## src/rtl/mmt_pkg.sv

```systemverilog
package mmt_pkg;
  localparam int FLAG_N = 3;
  localparam int FLAG_OVF  = 0;
  localparam int FLAG_CMPA = 1;
  localparam int FLAG_CAPT = 2;

  typedef enum logic [1:0] {FAM_FREE, FAM_CLEAR, FAM_FAST, FAM_DUAL} fam_e;
  typedef enum logic [2:0] {TOP_MAX, TOP_8B, TOP_9B, TOP_10B, TOP_CAPT, TOP_CMPA} topsrc_e;

  typedef struct packed {
    fam_e    fam;
    topsrc_e src;
  } mode_cfg_t;

  function automatic mode_cfg_t decode_mode(input logic [3:0] m);
    mode_cfg_t c;
    c.fam = FAM_FREE;
    c.src = TOP_MAX;
    case (m)
      4'd1:  begin c.fam = FAM_DUAL;  c.src = TOP_8B;   end
      4'd2:  begin c.fam = FAM_DUAL;  c.src = TOP_9B;   end
      4'd3:  begin c.fam = FAM_DUAL;  c.src = TOP_10B;  end
      4'd4:  begin c.fam = FAM_CLEAR; c.src = TOP_CMPA; end
      4'd5:  begin c.fam = FAM_FAST;  c.src = TOP_8B;   end
      4'd6:  begin c.fam = FAM_FAST;  c.src = TOP_9B;   end
      4'd7:  begin c.fam = FAM_FAST;  c.src = TOP_10B;  end
      4'd8:  begin c.fam = FAM_DUAL;  c.src = TOP_CAPT; end
      4'd9:  begin c.fam = FAM_DUAL;  c.src = TOP_CMPA; end
      4'd10: begin c.fam = FAM_DUAL;  c.src = TOP_CAPT; end
      4'd11: begin c.fam = FAM_DUAL;  c.src = TOP_CMPA; end
      4'd12: begin c.fam = FAM_CLEAR; c.src = TOP_CAPT; end
      4'd14: begin c.fam = FAM_FAST;  c.src = TOP_CAPT; end
      4'd15: begin c.fam = FAM_FAST;  c.src = TOP_CMPA; end
      default: begin c.fam = FAM_FREE; c.src = TOP_MAX; end
    endcase
    return c;
  endfunction
endpackage

```

## src/rtl/mmt_prescaler.sv

```systemverilog
module mmt_prescaler #(
  parameter int PRE_W = 10
) (
  input  logic       clk_i,
  input  logic       rst_ni,
  input  logic [2:0] sel_i,
  input  logic       ext_tick_i,
  output logic       tick_o
);
  localparam int NTAP = 5;

  function automatic int tap_bits(input int i);
    case (i)
      0: return 0;
      1: return 3;
      2: return 6;
      3: return 8;
      default: return PRE_W;
    endcase
  endfunction

  logic [PRE_W-1:0] pre_q;
  logic [NTAP-1:0]  hit;

  always_ff @(posedge clk_i or negedge rst_ni) begin
    if (!rst_ni) pre_q <= '0;
    else         pre_q <= pre_q + 1'b1;
  end

  for (genvar i = 0; i < NTAP; i++) begin : g_tap
    localparam int B = tap_bits(i);
    if (B == 0) begin : g_div1
      assign hit[i] = 1'b1;
    end else begin : g_divn
      assign hit[i] = &pre_q[B-1:0];
    end
  end

  always_comb begin
    case (sel_i)
      3'd1, 3'd2, 3'd3, 3'd4, 3'd5: tick_o = hit[sel_i - 3'd1];
      3'd6:    tick_o = ext_tick_i;
      default: tick_o = 1'b0;
    endcase
  end
endmodule

```

## src/rtl/mmt_top_sel.sv

```systemverilog
module mmt_top_sel
  import mmt_pkg::*;
#(
  parameter int CW = 16
) (
  input  topsrc_e       src_i,
  input  logic [CW-1:0] capt_i,
  input  logic [CW-1:0] cmpa_i,
  output logic [CW-1:0] top_o
);
  always_comb begin
    case (src_i)
      TOP_8B:   top_o = CW'(255);
      TOP_9B:   top_o = CW'(511);
      TOP_10B:  top_o = CW'(1023);
      TOP_CAPT: top_o = capt_i;
      TOP_CMPA: top_o = cmpa_i;
      default:  top_o = '1;
    endcase
  end
endmodule

```

## src/rtl/mmt_counter.sv

```systemverilog
module mmt_counter #(
  parameter int CW = 16
) (
  input  logic          clk_i,
  input  logic          rst_ni,
  input  logic          tick_i,
  input  logic          dual_i,
  input  logic [CW-1:0] top_i,
  output logic [CW-1:0] cnt_o,
  output logic          down_o
);
  always_ff @(posedge clk_i or negedge rst_ni) begin
    if (!rst_ni) begin
      cnt_o  <= '0;
      down_o <= 1'b0;
    end else if (!dual_i) begin
      down_o <= 1'b0;
      if (tick_i) cnt_o <= (cnt_o == top_i) ? '0 : cnt_o + 1'b1;
    end else if (tick_i) begin
      if (!down_o) begin
        if (cnt_o >= top_i) begin
          if (cnt_o != '0) begin
            cnt_o  <= cnt_o - 1'b1;
            down_o <= 1'b1;
          end
        end else begin
          cnt_o <= cnt_o + 1'b1;
        end
      end else if (cnt_o == '0) begin
        cnt_o  <= (top_i == '0) ? '0 : CW'(1);
        down_o <= 1'b0;
      end else begin
        cnt_o <= cnt_o - 1'b1;
      end
    end
  end
endmodule

```

## src/rtl/mmt_flags.sv

```systemverilog
module mmt_flags
  import mmt_pkg::*;
(
  input  logic              clk_i,
  input  logic              rst_ni,
  input  mode_cfg_t         cfg_i,
  input  logic              top_hit_i,
  input  logic              bot_hit_i,
  input  logic              down_i,
  input  logic              top_max_i,
  input  logic [FLAG_N-1:0] clr_i,
  output logic [FLAG_N-1:0] flags_o
);
  logic [FLAG_N-1:0] set_w;

  always_comb begin
    set_w = '0;
    case (cfg_i.fam)
      FAM_FREE:  set_w[FLAG_OVF] = top_hit_i;
      FAM_CLEAR: set_w[FLAG_OVF] = top_hit_i & top_max_i;
      FAM_FAST:  set_w[FLAG_OVF] = top_hit_i;
      default:   set_w[FLAG_OVF] = bot_hit_i & down_i;
    endcase
    set_w[FLAG_CMPA] = top_hit_i & (cfg_i.src == TOP_CMPA);
    set_w[FLAG_CAPT] = top_hit_i & (cfg_i.src == TOP_CAPT);
  end

  always_ff @(posedge clk_i or negedge rst_ni) begin
    if (!rst_ni) flags_o <= '0;
    else         flags_o <= (flags_o & ~clr_i) | set_w;
  end
endmodule

```

## src/rtl/mmtimer_core.sv

```systemverilog
module mmtimer_core
  import mmt_pkg::*;
#(
  parameter int CW    = 16,
  parameter int PRE_W = 10
) (
  input  logic          clk_i,
  input  logic          rst_ni,
  input  logic [3:0]    mode_i,
  input  logic [2:0]    clk_sel_i,
  input  logic          ext_tick_i,
  input  logic [CW-1:0] capt_val_i,
  input  logic [CW-1:0] cmpa_val_i,
  input  logic [2:0]    flag_clr_i,
  output logic [CW-1:0] count_o,
  output logic          down_o,
  output logic          at_top_o,
  output logic          at_bot_o,
  output logic          ovf_flag_o,
  output logic          cmpa_flag_o,
  output logic          capt_flag_o
);
  mode_cfg_t         cfg_w;
  logic              tick_w;
  logic              dual_w;
  logic [CW-1:0]     top_w;
  logic [FLAG_N-1:0] flags_w;

  assign cfg_w  = decode_mode(mode_i);
  assign dual_w = (cfg_w.fam == FAM_DUAL);

  mmt_prescaler #(.PRE_W(PRE_W)) presc_i (
    .clk_i(clk_i), .rst_ni(rst_ni), .sel_i(clk_sel_i),
    .ext_tick_i(ext_tick_i), .tick_o(tick_w)
  );

  mmt_top_sel #(.CW(CW)) topsel_i (
    .src_i(cfg_w.src), .capt_i(capt_val_i), .cmpa_i(cmpa_val_i), .top_o(top_w)
  );

  mmt_counter #(.CW(CW)) cnt_i (
    .clk_i(clk_i), .rst_ni(rst_ni), .tick_i(tick_w), .dual_i(dual_w),
    .top_i(top_w), .cnt_o(count_o), .down_o(down_o)
  );

  assign at_top_o = tick_w & ~down_o & (count_o == top_w);
  assign at_bot_o = tick_w & (count_o == '0);

  mmt_flags flags_i (
    .clk_i(clk_i), .rst_ni(rst_ni), .cfg_i(cfg_w),
    .top_hit_i(at_top_o), .bot_hit_i(at_bot_o), .down_i(down_o),
    .top_max_i(&top_w), .clr_i(flag_clr_i), .flags_o(flags_w)
  );

  assign ovf_flag_o  = flags_w[FLAG_OVF];
  assign cmpa_flag_o = flags_w[FLAG_CMPA];
  assign capt_flag_o = flags_w[FLAG_CAPT];
endmodule

```

## config.mk

```make
export PLATFORM = sky130hd
export DESIGN_NAME = mmtimer_core
export DESIGN_NICKNAME = d
export VERILOG_FILES = /design/src/rtl/mmt_pkg.sv /design/src/rtl/mmt_prescaler.sv /design/src/rtl/mmt_top_sel.sv /design/src/rtl/mmt_counter.sv /design/src/rtl/mmt_flags.sv /design/src/rtl/mmtimer_core.sv
export SDC_FILE = /design/constraint.sdc
export NUM_CORES = 1
export LEC_CHECK = 0
export CORE_MARGIN = 5
export CORE_UTILIZATION = 25
export CTS_BUF_LIST = sky130_fd_sc_hd__clkbuf_8
export DETAILED_ROUTE_END_ITERATION = 7
export DONT_BUFFER_PORTS = 1
export GPL_TIMING_DRIVEN = 1
export PLACE_DENSITY_LB_ADDON = 0.12
export SLEW_MARGIN = 10
export SYNTH_ARGS = -nofsm -noshare
export SYNTH_HDL_FRONTEND = slang
export SYNTH_HIERARCHICAL = 1
export SYNTH_SLANG_ARGS = --single-unit
export TNS_END_PERCENT = 20
```

## constraint.sdc

```tcl
create_clock -name clk_i -period 9 [get_ports clk_i]
set_clock_uncertainty 0.15 [all_clocks]
set_input_delay 1.8 -clock clk_i [delete_from_list [all_inputs] [get_ports clk_i]]
set_output_delay 1.8 -clock clk_i [all_outputs]
set_load 0.005 [all_outputs]
```

Word level (Yosys, flattened, before mapping)
Memory sizes are Yosys's and may differ from the RTL's.
Cells that the tools add are included.
{"block": "totals", "regBits": 30, "rom_bits": 80, "inputBits": 45, "output_inout_bits": 22, "word_cells": 71, "memories": 1}
{"memory": "(name not given)", "depth": 16, "word_bits": 5, "rd": 1, "rd_ports_with_merged_regs": 0, "wr": 0, "line_no": "mmt_pkg.sv:19", "rtl": "case (m)"}
{"block": "op_classes", "addsub": 4, "n_lt_le_gt_ge": 2, "eq_ne": 17, "n_mux": 20, "bitwise_logic": 11, "n_reduce_logical": 12}
{"cell": "16-bit two-way mux", "n": 8}
{"cell": "16-bit one-hot mux with 5 select lines", "n": 1}
{"cell": "16-bit zero test", "n": 2}
{"cell": "16-bit by 1-bit adder with 16-bit output, second input constant", "n": 1}
{"cell": "16-bit equality test", "n": 1}
{"cell": "16-bit greater-or-equal comparator", "n": 1}
{"cell": "16-bit AND reduction", "n": 1}
{"cell": "16-bit nonzero test", "n": 1}
{"cell": "16-bit by 1-bit subtractor with 16-bit output, second input constant", "n": 1}
{"cell": "3-bit equality test, second input constant", "n": 5}
{"cell": "3-bit by 2-bit equality test with 1-bit output, second input constant", "n": 4}
{"cell": "10-bit by 1-bit adder with 10-bit output, second input constant", "n": 1}
{"cell": "10-bit AND reduction", "n": 1}
{"cell": "1-bit two-way mux", "n": 8}
{"cell": "8-bit AND reduction", "n": 1}
{"cell": "1-bit AND", "n": 7}
{"cell": "3-bit by 1-bit equality test with 1-bit output, second input constant", "n": 2}
{"cell": "6-bit AND reduction", "n": 1}
{"cell": "5-bit OR reduction", "n": 1}
{"cell": "2-bit equality test, second input constant", "n": 2}
{"cell": "3-bit by 4-bit < comparator with 1-bit output, second input constant", "n": 1}
{"cell": "4-bit inequality test, second input constant", "n": 1}
{"cell": "1-bit one-hot mux with 2 select lines", "n": 2}
{"cell": "3-bit AND", "n": 1}
{"cell": "other kinds (11)", "n": 11}

Longest topological paths before layout
{"block": "depth", "depth_word": 9, "ltp_mapped": 21}

Cells and area by module
The synthesis kept the hierarchy.
{"mod": "mmt_counter", "instances": 1, "cells_per_inst": 247, "area_each_um2": 1898.1}
{"mod": "mmt_prescaler", "instances": 1, "cells_per_inst": 51, "area_each_um2": 543.0}
{"mod": "mmt_top_sel", "instances": 1, "cells_per_inst": 45, "area_each_um2": 396.6}
{"mod": "mmtimer_core", "instances": 1, "cells_per_inst": 52, "area_each_um2": 381.6}
{"mod": "mmt_flags", "instances": 1, "cells_per_inst": 15, "area_each_um2": 153.9}

Worst setup path after synthesis
Ideal clock, no wire load.
{"block": "synth_path", "path_kind": "input to output", "startpoint": "input port mode_i[0]", "endpoint": "output port at_top_o", "arrival_time_ps": 4405, "path_slack_ps": 2645, "stages": 14, "path_buffers": 0, "cell_sequence": "or2_2 > inv_1 > ha_1 > nor2_1 > a31oi_1 > inv_1 > ha_1 > nor2_1 > o21a_4 > o21ai_0 > xor2_1 > nor4_1 > nand4_1 > nor4_2"}
{"element": "start, declared", "line_no": "mmtimer_core.sv:9", "rtl": "input logic [3:0] mode_i,"}
{"element": "end, declared", "line_no": "mmtimer_core.sv:17", "rtl": "output logic at_top_o,"}

==> out/metrics.yaml <==
ys_top_cells_by_count: "inv_1, dfrtp_1, ha_1"
hp-class: "reg -> reg"
ys_types: 70
ios: 67
required_ps: 7050
drt_wl_total_um: 10630
nets: 475
ant_nets: 0
dieWidth_um: 126.2
ys_ff_latch: 30
drc: 0
firstDrtPassIters: 5
path_cells: "or2_2 -> inv_1 -> ha_1 -> nor2_1 -> a31oi_1 -> inv_1 -> ha_1 -> nor2_1 -> o21a_4 -> o21ai_0 -> xor2_1 -> nor4_1 -> nand4_1 -> nor4_2"
irDropWorstVdd_mv: 0.09740
yosysMostFrequentCell: "inv_1"
ctsHoldBuffers: 0
syn_area_mm2: 0.003373
yosysWarningCount: 6
root_buffer: "clkbuf_8"
rows: 42
critPathLaunchType: "primary input"
syn_avg_cell_area_um2: 8.227
antenna-diode-count: 0
area_growth_pct: 6.120
rsz0062_at_grt: "false"
fmax_mhz: 147.7
cts_setup_buffers: 0
drt-initial-drc-count: 172
yosysSeqAreaShare: 0.2226
yosys_most_used_dff: "dfrtp_1"
synthDominantCellAreaShare: 0.2226
critPathMaxFanout: 8
crit_type: "in -> out"
synth.net_count: 485
fin_cells: 577
die-area_mm2: 0.01592
setup_viol_count_final: 0
p_leak_uw: 0.001586
synth_edf_count: 0
fp.coreArea_mm2: 0.01324
antenna_found_initial: 0
start_util: 0.2547
synth_area_leaders: "dfrtp_1, ha_1, mux2i_1"
dp.final_hpwl_um: 8117
die-height_um: 126.2
multi_input_area_mm2: 0.002367
clk-insertion-delay-late_ps: 290
finalHoldViolCount: 0
cts_resized: 0
cp-end-kind: "output port"
grt_max_degree: 31
status: "finished, final reports clean"
cts_tree: "yes"
cts_max_path_buffers: 2
tightest_slew_ps: 804.5
async_flop_share: 1.000
slowest_delay_ps: 400
place_inst: 569
num_vias: 3138
clock_sinks: 30
critPathArrivalTime_ps: 4820
power.density_mw_per_mm2: 189.0
final.min_clock_period_ps: 6772
cts_buffers: 5
slew_viol_final: 0
nFillCells: 1466
portBuffers: 0
htreeDepth: 2
setup_tns_ps: 0
cp_slowest_cell: "a31oi_1"
grt_pass1_vias: 2997
regArea_um2: 750.7
layout-drive-gt1-share: 0.07731
track_usage: 0.1329
yosysTopAreaCell: "dfrtp_1"
max-slew-margin-rel: 0.4626
gp_congestion: 0.8057
max_cap_violations: 0
fin_crit_sh: 0.7524
cts.clk_slew.worst_paths_ps: 60
grt_pass1_wl_um: 17070
vias_per_cell: 5.438
wire_per_inst_um: 18.43
overflow: 0
syn_inst: 410
==> flip-flops by register name, indices dropped and copies added, names as in the netlist <==
name	cells
flags_i/flags_o	3
cnt_i/cnt_o	16
cnt_i/down_o	1
presc_i/pre_q	10
==> placed cells by master, fill, tap and decap left out, types with 5 or more instances in the layout <==
cell type	instances
a21o_1	5
a21oi_1	13
a31oi_1	6
and3_1	8
clkbuf_8	6
dfrtp_1	30
ha_1	30
inv_1	33
mux2i_1	20
nand2_1	26
nand3_1	14
nand4_1	17
nor2_1	26
nor3_1	12
nor4_1	15
o211ai_1	5
o21ai_0	14
o21ai_1	16
xor2_1	21
==> worst paths after layout <==
path | start | endpoint | slack, ps | depth (start not counted)
max | mode_i[0] | at_top_o | 2230 | 14
min | presc_i/pre_q[0] | presc_i/pre_q[0] | 300 | 1
max reg2reg | cnt_i/cnt_o[7] | cnt_i/cnt_o[4] | 5270 | 8
min reg2reg | presc_i/pre_q[0] | presc_i/pre_q[0] | 300 | 1
max in group asynchronous | rst_ni | presc_i/pre_q[1] | 7560 | 0
min in group asynchronous | rst_ni | cnt_i/cnt_o[6] | 1040 | 0
==> routing by layer <==
layer,up-vias,global-route usage,share of wire
li1,1510,-,-
met1,1510,0.1890,0.48
met2,109,0.2053,0.44
met3,9,0.03133,0.069
met4,0,0.02776,0.010
met5,-,0,0
==> power by group <==
| group | switching (µW) | internal [µW] | total (µW) |
|---|---|---|---|
| registers | 100 | 157 | 257 |
| clock network | 58.6 | 61.5 | 120 |
| logic | 173 | 126 | 299 |
| total | 332 | 344 | 676 |
==> cell families (layout without fill, tap and decap cells) <==
group | after synthesis | after routing | synth area share
fa+ha+maj | 30 | 30 | 0.1113
xor+xnor | 25 | 25 | 0.06491
compound gates | 102 | 102 | 0.2155
buf+inv | 53 | 44 | 0.07678
flops | 30 | 30 | 0.2226
simple gates | 149 | 149 | 0.2463
mux | 21 | 21 | 0.06268
==> critical path: cells and delay by family <==
kind,cells,cell delay (ps)
buffers and inverters,2,190
AND/OR/NAND/NOR,6,1350
XOR/XNOR,1,200
adder cells (fa/ha/maj),2,500
AO/OA/AOI/OAI,3,780
==> layout make-up <==
cell class	count	area share
clock inverters	2	0.003495
inverters	33	0.03460
flip-flops and latches	30	0.2097
repair buffers	3	0.006292
multi-input cells	327	0.6613
clock buffers	6	0.02307
well taps	176	0.06152
==> metrics by stage <==
step / utilization / setup slack (ps) / hold WS (ps) / power [µW] / area (µm²)
5_1_grt: 0.2703 / 1865 / 331.0 / 733.8 / 3580
4_1_cts: 0.2703 / 2178 / 306.2 / 683.4 / 3580
6_report: 0.2703 / 2228 / 299.7 / 676.5 / 3580
3_5_place_dp: 0.2631 / 2181 / 296.3 / 559.3 / 3485
2_1_floorplan: - / 2645 / 265.0 / 466.8 / 3373
3_3_place_gp: 0.2631 / 2265 / 294.6 / 557.0 / 3485
No activity file was read; power rests on OpenSTA's default activity.
